[config.mk]
export PLATFORM = sky130hd
export DESIGN_NAME = rs_array
export DESIGN_NICKNAME = d
export VERILOG_FILES = /design/src/rtl/rs_pkg.sv /design/src/rtl/rs_pick.sv /design/src/rtl/rs_slot.sv /design/src/rtl/rs_issue_mux.sv /design/src/rtl/rs_array.sv
export SDC_FILE = /design/constraint.sdc
export NUM_CORES = 1
export LEC_CHECK = 0
export ABC_CLOCK_PERIOD_IN_PS = 2580
export BUFFER_PORTS_ARGS = -buffer_cell sky130_fd_sc_hd__buf_2
export CORE_ASPECT_RATIO = 0.75
export CORE_UTILIZATION = 44
export CTS_BUF_LIST = sky130_fd_sc_hd__clkbuf_2
export CTS_CLUSTER_SIZE = 30
export DETAILED_ROUTE_END_ITERATION = 10
export PLACE_DENSITY = 0.62
export SYNTH_ARGS = -nofsm -noshare
export SYNTH_HDL_FRONTEND = slang
export SYNTH_SLANG_ARGS = --single-unit
[constraint.sdc]
create_clock -name clk -period 2.58 [get_ports clk]
set_clock_uncertainty 0.05 [all_clocks]
set_input_delay 0.129 -clock clk [delete_from_list [all_inputs] [get_ports clk]]
set_output_delay 0.129 -clock clk [all_outputs]
set_load 0.03 [all_outputs]
[src/rtl/rs_pkg.sv]
package rs_pkg;

    typedef enum logic [1:0] {
        KIND_INT   = 2'd0,
        KIND_LOAD  = 2'd1,
        KIND_STORE = 2'd2,
        KIND_FP    = 2'd3
    } unit_kind_e;

    typedef enum logic [1:0] {
        SLOT_IDLE = 2'd0,
        SLOT_WAIT = 2'd1,
        SLOT_SENT = 2'd2
    } slot_state_e;

    // Slot layout: integer slots first, then load, store, floating-point.
    function automatic unit_kind_e kind_of(input int idx, input int n_int,
                                           input int n_load, input int n_store);
        if (idx < n_int)                         return KIND_INT;
        else if (idx < n_int + n_load)           return KIND_LOAD;
        else if (idx < n_int + n_load + n_store) return KIND_STORE;
        else                                     return KIND_FP;
    endfunction

endpackage

[src/rtl/rs_pick.sv]
module rs_pick #(
    parameter int N = 5
) (
    input  logic [N-1:0] eligible_i,
    output logic [N-1:0] pick_o
);
    logic taken;

    // Lowest index wins.
    always_comb begin
        taken  = 1'b0;
        pick_o = '0;
        for (int i = 0; i < N; i++) begin
            pick_o[i] = eligible_i[i] && !taken;
            taken     = taken || eligible_i[i];
        end
    end
endmodule

[src/rtl/rs_slot.sv]
module rs_slot
    import rs_pkg::*;
#(
    parameter int DATA_W = 32,
    parameter int OP_W   = 4,
    parameter int DEST_W = 5,
    parameter int TAG_W  = 3
) (
    input  logic                       clk,
    input  logic                       rst,
    input  logic                       alloc_i,
    input  logic                       grant_i,
    input  logic                       free_i,
    input  logic [OP_W-1:0]            op_i,
    input  logic [DEST_W-1:0]          dest_i,
    input  logic [1:0][TAG_W-1:0]      src_tag_i,
    input  logic [1:0][DATA_W-1:0]     src_val_i,
    input  logic                       cdb_valid_i,
    input  logic [TAG_W-1:0]           cdb_tag_i,
    input  logic [DATA_W-1:0]          cdb_val_i,
    output logic                       avail_o,
    output logic                       ready_o,
    output logic [OP_W-1:0]            op_o,
    output logic [DEST_W-1:0]          dest_o,
    output logic [1:0][DATA_W-1:0]     src_val_o
);
    localparam int NSRC = 2;

    slot_state_e state_q, state_d;
    logic [NSRC-1:0][TAG_W-1:0]  tag_q;
    logic [NSRC-1:0][DATA_W-1:0] val_q;
    logic [OP_W-1:0]             op_q;
    logic [DEST_W-1:0]           dest_q;
    logic [NSRC-1:0]             hit;
    logic [NSRC-1:0]             clear;

    // Snoop of the result bus for each waiting source.
    always_comb begin
        for (int k = 0; k < NSRC; k++) begin
            hit[k]   = (state_q == SLOT_WAIT) && cdb_valid_i &&
                       (tag_q[k] != '0) && (cdb_tag_i == tag_q[k]);
            clear[k] = (tag_q[k] == '0) || hit[k];
        end
    end

    // Next-state logic.
    always_comb begin
        state_d = state_q;
        unique case (state_q)
            SLOT_IDLE: if (alloc_i) state_d = SLOT_WAIT;
            SLOT_WAIT: if (grant_i) state_d = SLOT_SENT;
            SLOT_SENT: begin
                if (alloc_i)     state_d = SLOT_WAIT;
                else if (free_i) state_d = SLOT_IDLE;
            end
            default:             state_d = SLOT_IDLE;
        endcase
    end

    // State register.
    always_ff @(posedge clk) begin
        if (rst) state_q <= SLOT_IDLE;
        else     state_q <= state_d;
    end

    // Outputs.
    always_comb begin
        avail_o = (state_q == SLOT_IDLE) || ((state_q == SLOT_SENT) && free_i);
        ready_o = (state_q == SLOT_WAIT) && (&clear);
        op_o    = op_q;
        dest_o  = dest_q;
        for (int k = 0; k < NSRC; k++)
            src_val_o[k] = hit[k] ? cdb_val_i : val_q[k];
    end

    // Operand storage: fill at dispatch, capture on broadcast.
    always_ff @(posedge clk) begin
        if (rst) begin
            tag_q  <= '0;
            val_q  <= '0;
            op_q   <= '0;
            dest_q <= '0;
        end else if (alloc_i) begin
            op_q   <= op_i;
            dest_q <= dest_i;
            for (int k = 0; k < NSRC; k++) begin
                if (src_tag_i[k] == '0) begin
                    tag_q[k] <= '0;
                    val_q[k] <= src_val_i[k];
                end else if (cdb_valid_i && (cdb_tag_i == src_tag_i[k])) begin
                    tag_q[k] <= '0;
                    val_q[k] <= cdb_val_i;
                end else begin
                    tag_q[k] <= src_tag_i[k];
                    val_q[k] <= '0;
                end
            end
        end else begin
            for (int k = 0; k < NSRC; k++) begin
                if (hit[k]) begin
                    tag_q[k] <= '0;
                    val_q[k] <= cdb_val_i;
                end
            end
        end
    end


    grant_on_ready_chk: assert property (@(posedge clk) disable iff (rst)
        grant_i |-> ready_o);


    grant_drops_request_chk: assert property (@(posedge clk) disable iff (rst)
        (grant_i && !alloc_i) |=> !ready_o);


    alloc_into_free_chk: assert property (@(posedge clk) disable iff (rst)
        alloc_i |-> avail_o);


    capture_src0_chk: assert property (@(posedge clk) disable iff (rst)
        hit[0] |=> (tag_q[0] == '0) && (val_q[0] == $past(cdb_val_i)));


    capture_src1_chk: assert property (@(posedge clk) disable iff (rst)
        hit[1] |=> (tag_q[1] == '0) && (val_q[1] == $past(cdb_val_i)));

endmodule

[src/rtl/rs_issue_mux.sv]
module rs_issue_mux #(
    parameter int N      = 5,
    parameter int DATA_W = 32,
    parameter int OP_W   = 4,
    parameter int DEST_W = 5,
    parameter int TAG_W  = 3
) (
    input  logic [N-1:0]                grant_i,
    input  logic [N-1:0][OP_W-1:0]      op_i,
    input  logic [N-1:0][DEST_W-1:0]    dest_i,
    input  logic [N-1:0][DATA_W-1:0]    src1_i,
    input  logic [N-1:0][DATA_W-1:0]    src2_i,
    output logic [OP_W-1:0]             op_o,
    output logic [DEST_W-1:0]           dest_o,
    output logic [DATA_W-1:0]           src1_o,
    output logic [DATA_W-1:0]           src2_o,
    output logic [TAG_W-1:0]            tag_o
);
    // AND-OR select; all zero when no grant.
    always_comb begin
        op_o   = '0;
        dest_o = '0;
        src1_o = '0;
        src2_o = '0;
        tag_o  = '0;
        for (int i = 0; i < N; i++) begin
            if (grant_i[i]) begin
                op_o   = op_o   | op_i[i];
                dest_o = dest_o | dest_i[i];
                src1_o = src1_o | src1_i[i];
                src2_o = src2_o | src2_i[i];
                tag_o  = tag_o  | TAG_W'(i + 1);
            end
        end
    end
endmodule

[src/rtl/rs_array.sv]
module rs_array
    import rs_pkg::*;
#(
    parameter int DATA_W  = 32,
    parameter int OP_W    = 4,
    parameter int DEST_W  = 5,
    parameter int N_INT   = 1,
    parameter int N_LOAD  = 1,
    parameter int N_STORE = 1,
    parameter int N_FP    = 2,
    localparam int NUM_RS = N_INT + N_LOAD + N_STORE + N_FP,
    localparam int TAG_W  = $clog2(NUM_RS + 1)
) (
    input  logic              clk,
    input  logic              rst,
    input  logic              disp_valid,
    input  logic [1:0]        disp_kind,
    input  logic [OP_W-1:0]   disp_op,
    input  logic [DEST_W-1:0] disp_dest,
    input  logic [TAG_W-1:0]  disp_src1_tag,
    input  logic [DATA_W-1:0] disp_src1_val,
    input  logic [TAG_W-1:0]  disp_src2_tag,
    input  logic [DATA_W-1:0] disp_src2_val,
    output logic              disp_stall,
    output logic [TAG_W-1:0]  disp_tag,
    input  logic              cdb_valid,
    input  logic [TAG_W-1:0]  cdb_tag,
    input  logic [DATA_W-1:0] cdb_value,
    input  logic              wb_valid,
    input  logic [TAG_W-1:0]  wb_tag,
    output logic [NUM_RS-1:0] ready_vec,
    input  logic [NUM_RS-1:0] issue_grant,
    output logic [OP_W-1:0]   issue_op,
    output logic [DEST_W-1:0] issue_dest,
    output logic [DATA_W-1:0] issue_src1,
    output logic [DATA_W-1:0] issue_src2,
    output logic [TAG_W-1:0]  issue_tag
);
    logic [NUM_RS-1:0]              avail;
    logic [NUM_RS-1:0]              eligible;
    logic [NUM_RS-1:0]              alloc_vec;
    logic [NUM_RS-1:0]              free_vec;
    logic [NUM_RS-1:0][OP_W-1:0]    slot_op;
    logic [NUM_RS-1:0][DEST_W-1:0]  slot_dest;
    logic [NUM_RS-1:0][DATA_W-1:0]  slot_src1;
    logic [NUM_RS-1:0][DATA_W-1:0]  slot_src2;
    logic [1:0][TAG_W-1:0]          src_tags;
    logic [1:0][DATA_W-1:0]         src_vals;

    assign src_tags = {disp_src2_tag, disp_src1_tag};
    assign src_vals = {disp_src2_val, disp_src1_val};

    for (genvar i = 0; i < NUM_RS; i++) begin : g_slot
        localparam unit_kind_e KIND = kind_of(i, N_INT, N_LOAD, N_STORE);
        logic [1:0][DATA_W-1:0] fwd;

        assign free_vec[i] = wb_valid && (wb_tag == TAG_W'(i + 1));
        assign eligible[i] = disp_valid && avail[i] && (disp_kind == KIND);

        rs_slot #(
            .DATA_W(DATA_W), .OP_W(OP_W), .DEST_W(DEST_W), .TAG_W(TAG_W)
        ) u_slot (
            .clk        (clk),
            .rst        (rst),
            .alloc_i    (alloc_vec[i]),
            .grant_i    (issue_grant[i]),
            .free_i     (free_vec[i]),
            .op_i       (disp_op),
            .dest_i     (disp_dest),
            .src_tag_i  (src_tags),
            .src_val_i  (src_vals),
            .cdb_valid_i(cdb_valid),
            .cdb_tag_i  (cdb_tag),
            .cdb_val_i  (cdb_value),
            .avail_o    (avail[i]),
            .ready_o    (ready_vec[i]),
            .op_o       (slot_op[i]),
            .dest_o     (slot_dest[i]),
            .src_val_o  (fwd)
        );

        assign slot_src1[i] = fwd[0];
        assign slot_src2[i] = fwd[1];
    end

    rs_pick #(.N(NUM_RS)) u_pick (
        .eligible_i(eligible),
        .pick_o    (alloc_vec)
    );

    assign disp_stall = disp_valid && (eligible == '0);

    always_comb begin
        disp_tag = '0;
        for (int i = 0; i < NUM_RS; i++)
            if (alloc_vec[i]) disp_tag = disp_tag | TAG_W'(i + 1);
    end

    rs_issue_mux #(
        .N(NUM_RS), .DATA_W(DATA_W), .OP_W(OP_W), .DEST_W(DEST_W), .TAG_W(TAG_W)
    ) u_issue (
        .grant_i(issue_grant),
        .op_i   (slot_op),
        .dest_i (slot_dest),
        .src1_i (slot_src1),
        .src2_i (slot_src2),
        .op_o   (issue_op),
        .dest_o (issue_dest),
        .src1_o (issue_src1),
        .src2_o (issue_src2),
        .tag_o  (issue_tag)
    );


    single_alloc_chk: assert property (@(posedge clk) disable iff (rst)
        $onehot0(alloc_vec));


    stall_no_write_chk: assert property (@(posedge clk) disable iff (rst)
        disp_stall |-> (alloc_vec == '0) && (disp_tag == '0));


    one_grant_chk: assert property (@(posedge clk) disable iff (rst)
        $onehot0(issue_grant));

endmodule

-- Word level (Yosys, flattened, before mapping)
Cells that the tools add are included.
Widths: inputs -> output; s select.
- ROM bits: 0
- memories kept: 0
- logic and storage cells: 317
- output and inout port bits: 85
- bits of input ports: 129
- bits in latches: 0
- register bits after elaboration: 405
- RAM bits: 0
- equality and inequality tests: 45
- add/sub/neg operators: 0
- magnitude comparators: 0
- mux-type cells: 93
- shift operators: 0
- multiply operators: 0
- reduce and logical (&&, ||, !) cells: 128
- bitwise operators: 16
- divide/modulo/power cells: 0
- operators by type and width (cell ; number):
    $mux 32 ; 24
    $mux 64 ; 5
    $or 32x32->32 ; 8
    $logic_and 1x1->1 ; 57
    $mux 3 ; 18
    $mux 2 ; 24
    $eq 3x3->1 ; 12
    $logic_not 3->1 ; 12
    $mux 6 ; 5
    $pmux 2 s3 ; 5
    $reduce_bool 3->1 ; 10
    $mux 5 ; 5
    $mux 4 ; 5
    $or 5x5->5 ; 4
    $reduce_bool 2->1 ; 10
    $logic_or 1x1->1 ; 18
    $or 4x4->4 ; 4
    $ne 3x1->1 const B ; 5
    $reduce_and 3->1 ; 5
    $eq 2x2->1 const B ; 7
    $eq 2x1->1 const B ; 6
    $logic_not 2->1 ; 6
    $ne 2x1->1 const B ; 5
    $ne 2x2->1 const B ; 5
    other kinds (7) ; 17

-- Longest topological paths before layout
- depth after elaboration: 14
- mapped depth: 10
- gate-level depth less buffers: 6

-- Cells and area by module
Synthesis repeated with hierarchy kept, for this count alone.
- cells, all modules: 2628
- area, all modules: 24906.4 µm²
- modules (own cells, without submodules) (module ; instances ; cells each ; area an instance (µm²) ; seq. area each (µm²)):
    rs_slot ; 5 ; 468 ; 4573.1 ; 1621.6
    rs_issue_mux ; 1 ; 262 ; 1850.5 ; 0.0
    rs_array ; 1 ; 20 ; 135.1 ; 0.0
    rs_pick ; 1 ; 6 ; 55.1 ; 0.0

-- Worst setup path before layout
Ideal clock, no wire load.
- kind: reg2out
- start point: reg g_slot[0].u_slot.state_q[0]
- end point: out issue_src2[15]
- setup slack: 0.198 ns
- buffers on the path: 2
- arrival time: 2.203 ns
- cell stages (with the launch flop): 9
- data required time: 2.401 ns
- cells stage by stage: dfxtp_1 > nor2b_1 > and3_1 > buf_2 > buf_2 > mux2i_1 > o2bb2ai_1 > a221o_1 > a211o_1
- cells in the longest elaborated chain, start to end: 14
- ends and longest elaborated chain (what ; line ; source):
    start: declaration ; rs_slot.sv:29 ; slot_state_e state_q, state_d;
    start signal: assignment ; rs_slot.sv:63 ; else state_q <= state_d;
    $eq 2x1->1 * ; rs_slot.sv:40 ; hit[k] = (state_q == SLOT_WAIT) && cdb_valid_i &&
    $logic_and 1x1->1 * (2 in a row) ; rs_slot.sv:40 ;
    $logic_and 1x1->1 * ; rs_slot.sv:41 ; (tag_q[k] != '0) && (cdb_tag_i == tag_q[k]);
    $mux 32 * ; rs_slot.sv:73 ; src_val_o[k] = hit[k] ? cdb_val_i : val_q[k];
    $mux 32 * ; rs_issue_mux.sv:27 ; if (grant_i[i]) begin
    $or 32x32->32 ; rs_issue_mux.sv:31 ; src2_o = src2_o | src2_i[i];
    $mux 32 * ; rs_issue_mux.sv:27 ;
    $or 32x32->32 ; rs_issue_mux.sv:31 ;
    $mux 32 * ; rs_issue_mux.sv:27 ;
    $or 32x32->32 ; rs_issue_mux.sv:31 ;
    $mux 32 * ; rs_issue_mux.sv:27 ;
    $or 32x32->32 ; rs_issue_mux.sv:31 ;
    $mux 32 * ; rs_issue_mux.sv:27 ;
    end: declaration ; rs_array.sv:36 ; output logic [DATA_W-1:0] issue_src2,
Every way passes the cells marked *; elsewhere a longest branch is shown, timed or not.

-- Worst setup path after layout
- start point: reg g_slot[1].u_slot.tag_q[0] (netlist name)
- end point: out issue_src1[29]
- cells in the longest elaborated chain, start to end: 12
- elaborated cells on any way between the ends: 13
- classes of those cells: eq/ne (1); mux (5); bitwise (4); reduce/logical (3)
- ends and longest elaborated chain (what ; line ; source):
    start: declaration ; rs_slot.sv:30 ; logic [NSRC-1:0][TAG_W-1:0] tag_q;
    start signal: indexed assignment ; rs_slot.sv:94 ; tag_q[k] <= src_tag_i[k];
    $reduce_bool 3->1 ; rs_slot.sv:41 ;
    $logic_and 1x1->1 ; rs_slot.sv:40 ;
    $logic_and 1x1->1 * ; rs_slot.sv:41 ;
    $mux 32 * ; rs_slot.sv:73 ;
    $or 32x32->32 * ; rs_issue_mux.sv:30 ; src1_o = src1_o | src1_i[i];
    $mux 32 * ; rs_issue_mux.sv:27 ;
    $or 32x32->32 ; rs_issue_mux.sv:30 ;
    $mux 32 * ; rs_issue_mux.sv:27 ;
    $or 32x32->32 ; rs_issue_mux.sv:30 ;
    $mux 32 * ; rs_issue_mux.sv:27 ;
    $or 32x32->32 ; rs_issue_mux.sv:30 ;
    $mux 32 * ; rs_issue_mux.sv:27 ;
    end: declaration ; rs_array.sv:35 ; output logic [DATA_W-1:0] issue_src1,
Marked as above.

==> results.md <==
* Result of the run: finished, violations left
* Violations in the final reports: hold timing, setup timing
* Number of synthesized register bits at 405
* Number of enable flip-flop cells after synthesis at 0
* Global-route wire length before repair at 147000 µm
* Placed cell count at 3265
* Clock edge transition at the registers on the reported setup and hold paths at 0.14 ns
* Post-synth top area cell: sky130_fd_sc_hd__dfxtp_1
* Net switching share of the total power at 34.5%
* Remaining number of nets flagged by the antenna check after routing at 0
* Share of total power in combinational logic at 24.7%
* Final Max Tran Viols at 0
* Worst Path Required at 2.40 ns
* Final Critical Period at 3.74 ns
* Post-layout utilization of the core at 63.1%
* Power Internal at 9.51 mW
* Headroom to the max-slew limit at 3.45%
* HP Class: primary input to flop
* Sequential share of power at 46.1%
* Global-route total usage across every layer at 37.6%
* Die area at 0.0515 mm²
* Sequence of cells on the critical path: or3b_4 -> a211oi_4 -> buf_6 -> buf_12 -> o21ai_4 -> and2_4 -> a21oi_1 -> nand4_1 -> buf_6
* Number of nets in the finished design at 3302
* Clock latency at the later pin of the worst-skew pair at 1.19 ns
* Vias post-DR at 25088
* Core box area at 0.0493 mm²
* Slowest-stage cell, CP: sky130_fd_sc_hd__dfxtp_4
* Horizontal extent of the die at 262 µm
* Detail-routed net length per standard cell at 26.4 µm
* Fill cell count at 4030
* NetSw at 5.00 mW
* Number of antenna violations at the first check in global routing at 5
* Combined buffer and inverter count along the critical path at 3
* Boundary pin count at 214
* Worst setup EP type: output pin
* Quantity of I/O buffers inserted on ports at 213
* Total of warnings raised by yosys at 0
* Max Root-Sink Buffers at 3
* Proportion of netlist area held by the largest area contributor at 36.5%
* Async SR Flop Fraction at 0%
* Filler-free cell count of the finished design at 3885
* Vias in the first global route at 24239
* Fraction of layout instances using a drive strength above 1 at 23.6%
* Post-detailed-placement half-perimeter wirelength at 48800 µm
* Count of unique library cells instantiated by Yosys at 70
* Clock tree from TritonCTS: built
* Remaining Overflow, GRT at 0
* Final sum of negative setup slack at -64.03 ns
* Delay of the slowest critical-path stage at 0.39 ns
* CTS Sinks at 405
* Family with the most delay on the worst path: simple AND/OR/NAND/NOR gates
* Count of standard-cell rows at 70
* Synthesized area divided by synthesized cell count at 8.59 µm²
* H-tree levels at 3
* Number of clock buffers inserted by TritonCTS at 101
* Worst Max-Slew Pin Slew at 1.45 ns
* Global placer's final weighted congestion at 0.864
* Top post-synthesis cells by area: sky130_fd_sc_hd__dfxtp_1 (36%), sky130_fd_sc_hd__mux2i_1 (15%), sky130_fd_sc_hd__a211oi_1 (8.8%), sky130_fd_sc_hd__nor2_1 (8.5%), sky130_fd_sc_hd__clkbuf_1 (3.2%)
* Number of setup violations in the final report at 74
* Final setup slack of the worst path at -1.16 ns
* Maximum number of pins on one net before global-route repair at 147
* Netlist Area Pre-Place at 0.0222 mm²
* RSZ-0062 raised after global routing: true
* Net count after synthesis at 2718
* Arrival time at the worst endpoint at 3.56 ns
* Post-Route Hold Slack at -0.00413 ns
* Pwr/cell area at 466 mW/mm²
* Wirelength, routed at 103000 µm
* Worst setup path class: flop to output pin
* FMAX at 267 MHz
* Effective utilization at floorplan at 45.1%
* Max-capacitance violation count at 0
* CP Max Fanout at 5
* Crit path launch type: flop
* Maximum VDD drop at 280 µV
* Count of unresolved DRC violations after routing at 0
* Sequential area share after synthesis at 36.5%
* Clk Tree Root Cell: sky130_fd_sc_hd__clkbuf_2
* Leakage power total at 14.0 nW
* Relative contribution of the clock network to total power at 29.2%
* Number of iterations in the first detailed-routing pass at 6
* Initial DRC count at 3453
* Cells after Synth at 2589
* Number of hold violations in the final report at 1
* Vias per cell at 6.46
* Vertical extent of the die at 197 µm
* Most used flip-flop cell after synthesis: sky130_fd_sc_hd__dfxtp_1
* Share of the cycle needed by the critical path after routing at 145%
* Synthesis-to-layout area growth at 39.8%
* Dominant cell type by count on the critical path: sky130_fd_sc_hd__buf_6
## final timing paths
| check | startpoint | to | slack, ns | cells past startpoint |
|---|---|---|---|---|
| worst max-delay path | g_slot[1].u_slot.tag_q[0]$_SDFFE_PP0P_ | issue_src1[29] | -1.16 | 9 |
| worst min-delay path | cdb_valid | g_slot[0].u_slot.val_q[43]$_SDFF_PP0_ | -0.004 | 7 |
| worst max register to register | g_slot[2].u_slot.state_q[1]$_SDFFE_PP0P_ | g_slot[2].u_slot.val_q[46]$_SDFF_PP0_ | -0.01 | 6 |
| worst min register to register | g_slot[3].u_slot.dest_o[4]$_SDFFE_PP0P_ | g_slot[3].u_slot.dest_o[4]$_SDFFE_PP0P_ | 0.41 | 2 |
## metal layers
layer	up-vias	share of wire, %	global-route usage [%]
li1	10804	-	-
met1	12080	40	48.5
met2	1835	43	57.7
met3	369	12	9.47
met4	0	5.2	19.3
met5	-	0	0
## metrics by stage
step	setup slack [ns]	area, µm²	power [mW]
floorplan	0.198	22200	8.47
global placement	-0.0273	24200	9.33
detailed placement	-0.00879	24200	9.39
CTS	-1.02	30200	14.3
global route	-1.20	31100	15.0
finish	-1.16	31100	14.5
## cell type report
type | count | area [µm²] | share of cell area [%]
multi-input combinational | 1895 | 13600 | 43.9
tap | 648 | 811 | 2.61
clock inverter | 18 | 67.6 | 0.217
sequential | 405 | 8150 | 26.2
inverter | 6 | 22.5 | 0.0724
clock buffer | 144 | 721 | 2.32
timing repair buffer | 764 | 7680 | 24.7
antenna | 5 | 12.5 | 0.0402
## registers in the layout, summed over array words and instances, names as in the netlist
name	flops
g_slot.u_slot.op_o	20
g_slot.u_slot.tag_q	30
g_slot.u_slot.state_q	10
g_slot.u_slot.val_q	320
g_slot.u_slot.dest_o	25
## cell usage after synthesis (3+ instances only)
cell / instances
sky130_fd_sc_hd__nor2_1: 506
sky130_fd_sc_hd__dfxtp_1: 405
sky130_fd_sc_hd__mux2i_1: 332
sky130_fd_sc_hd__a211oi_1: 262
sky130_fd_sc_hd__clkbuf_1: 191
sky130_fd_sc_hd__nand2_1: 146
sky130_fd_sc_hd__a22o_1: 64
sky130_fd_sc_hd__mux2_2: 62
sky130_fd_sc_hd__a221oi_1: 60
sky130_fd_sc_hd__buf_2: 52
sky130_fd_sc_hd__nor3_1: 45
sky130_fd_sc_hd__a21oi_1: 39
sky130_fd_sc_hd__nand4_1: 35
sky130_fd_sc_hd__o21ai_0: 35
sky130_fd_sc_hd__a222oi_1: 24
sky130_fd_sc_hd__a31oi_1: 23
sky130_fd_sc_hd__a211o_1: 19
sky130_fd_sc_hd__buf_4: 19
sky130_fd_sc_hd__nor3b_1: 19
sky130_fd_sc_hd__o22ai_1: 18
sky130_fd_sc_hd__a221o_1: 17
sky130_fd_sc_hd__o2bb2ai_1: 17
sky130_fd_sc_hd__xnor2_1: 17
sky130_fd_sc_hd__a2bb2oi_1: 16
sky130_fd_sc_hd__o211ai_1: 16
sky130_fd_sc_hd__buf_6: 12
sky130_fd_sc_hd__nand3_1: 12
sky130_fd_sc_hd__xor2_1: 11
sky130_fd_sc_hd__a22oi_1: 10
sky130_fd_sc_hd__and3_1: 10
sky130_fd_sc_hd__buf_1: 10
sky130_fd_sc_hd__nor2b_1: 8
sky130_fd_sc_hd__o21ai_1: 7
sky130_fd_sc_hd__o22a_1: 6
sky130_fd_sc_hd__or3_1: 5
sky130_fd_sc_hd__inv_1: 4
sky130_fd_sc_hd__o31ai_1: 4
sky130_fd_sc_hd__or2_2: 4
sky130_fd_sc_hd__a2111o_1: 3
sky130_fd_sc_hd__a21o_1: 3
sky130_fd_sc_hd__nand3b_1: 3
sky130_fd_sc_hd__nand4b_1: 3
## tightest hold or removal path: stages
cell and delay [ns]:
sky130_fd_sc_hd__buf_2 0.13, sky130_fd_sc_hd__buf_4 0.20, sky130_fd_sc_hd__nand3_2 0.15, sky130_fd_sc_hd__a21oi_4 0.09
sky130_fd_sc_hd__clkbuf_16 0.22, sky130_fd_sc_hd__mux2i_1 0.17, sky130_fd_sc_hd__a211oi_1 0.08
## timing repair
action / in CTS / in global routing
hold endpoints to repair: 405 / 28
endpoints found under the setup margin: 73 / 160
hold buffers: 367 / 16
pin swaps: 40 / 31
cloned: 15 / 6
resized for setup: 261 / 111
setup buffers: 21 / 37
## placed cells by master, fill, tap and decap left out, types with 34 or more instances in the layout
cell type                       synthesis  layout
sky130_fd_sc_hd__clkbuf_2               0     144
sky130_fd_sc_hd__mux2i_1              332     313
sky130_fd_sc_hd__a221oi_1              60      45
sky130_fd_sc_hd__nor3_1                45      43
sky130_fd_sc_hd__nand4_1               35      35
sky130_fd_sc_hd__buf_4                 19     111
sky130_fd_sc_hd__buf_2                 52     138
sky130_fd_sc_hd__buf_6                 12      67
sky130_fd_sc_hd__buf_12                 0      42
sky130_fd_sc_hd__a211oi_1             262     255
sky130_fd_sc_hd__nor2_1               506     502
sky130_fd_sc_hd__a22o_1                64      64
sky130_fd_sc_hd__mux2_2                62      61
sky130_fd_sc_hd__dlygate4sd3_1          0     371
sky130_fd_sc_hd__a21oi_1               39      34
sky130_fd_sc_hd__dfxtp_1              405     384
sky130_fd_sc_hd__nand2_1              146     133
## power by group through the flow
| stage | clock, mW | sequential (mW) | combinational, mW |
|---|---|---|---|
| finish | 4.23 | 6.69 | 3.59 |
| global route | 4.61 | 6.72 | 3.72 |
| CTS | 4.25 | 6.68 | 3.36 |
| detailed placement | 0 | 6.81 | 2.58 |
| global placement | 0 | 6.80 | 2.53 |
| floorplan | 0 | 6.77 | 1.70 |
## cell families (layout without fill, tap and decap cells)
group	Yosys count	count (layout)	share of synthesized area, %
AOI/OAI and AO/OA	655	655	22.7
xor gates and xnor gates	28	28	1.10
buffers and inverters	290	932	5.91
DFF	405	405	36.5
muxes	394	394	18.1
other	0	5	0
and+or+nand+nor	817	818	15.8
(Power assumes the default switching activity.)
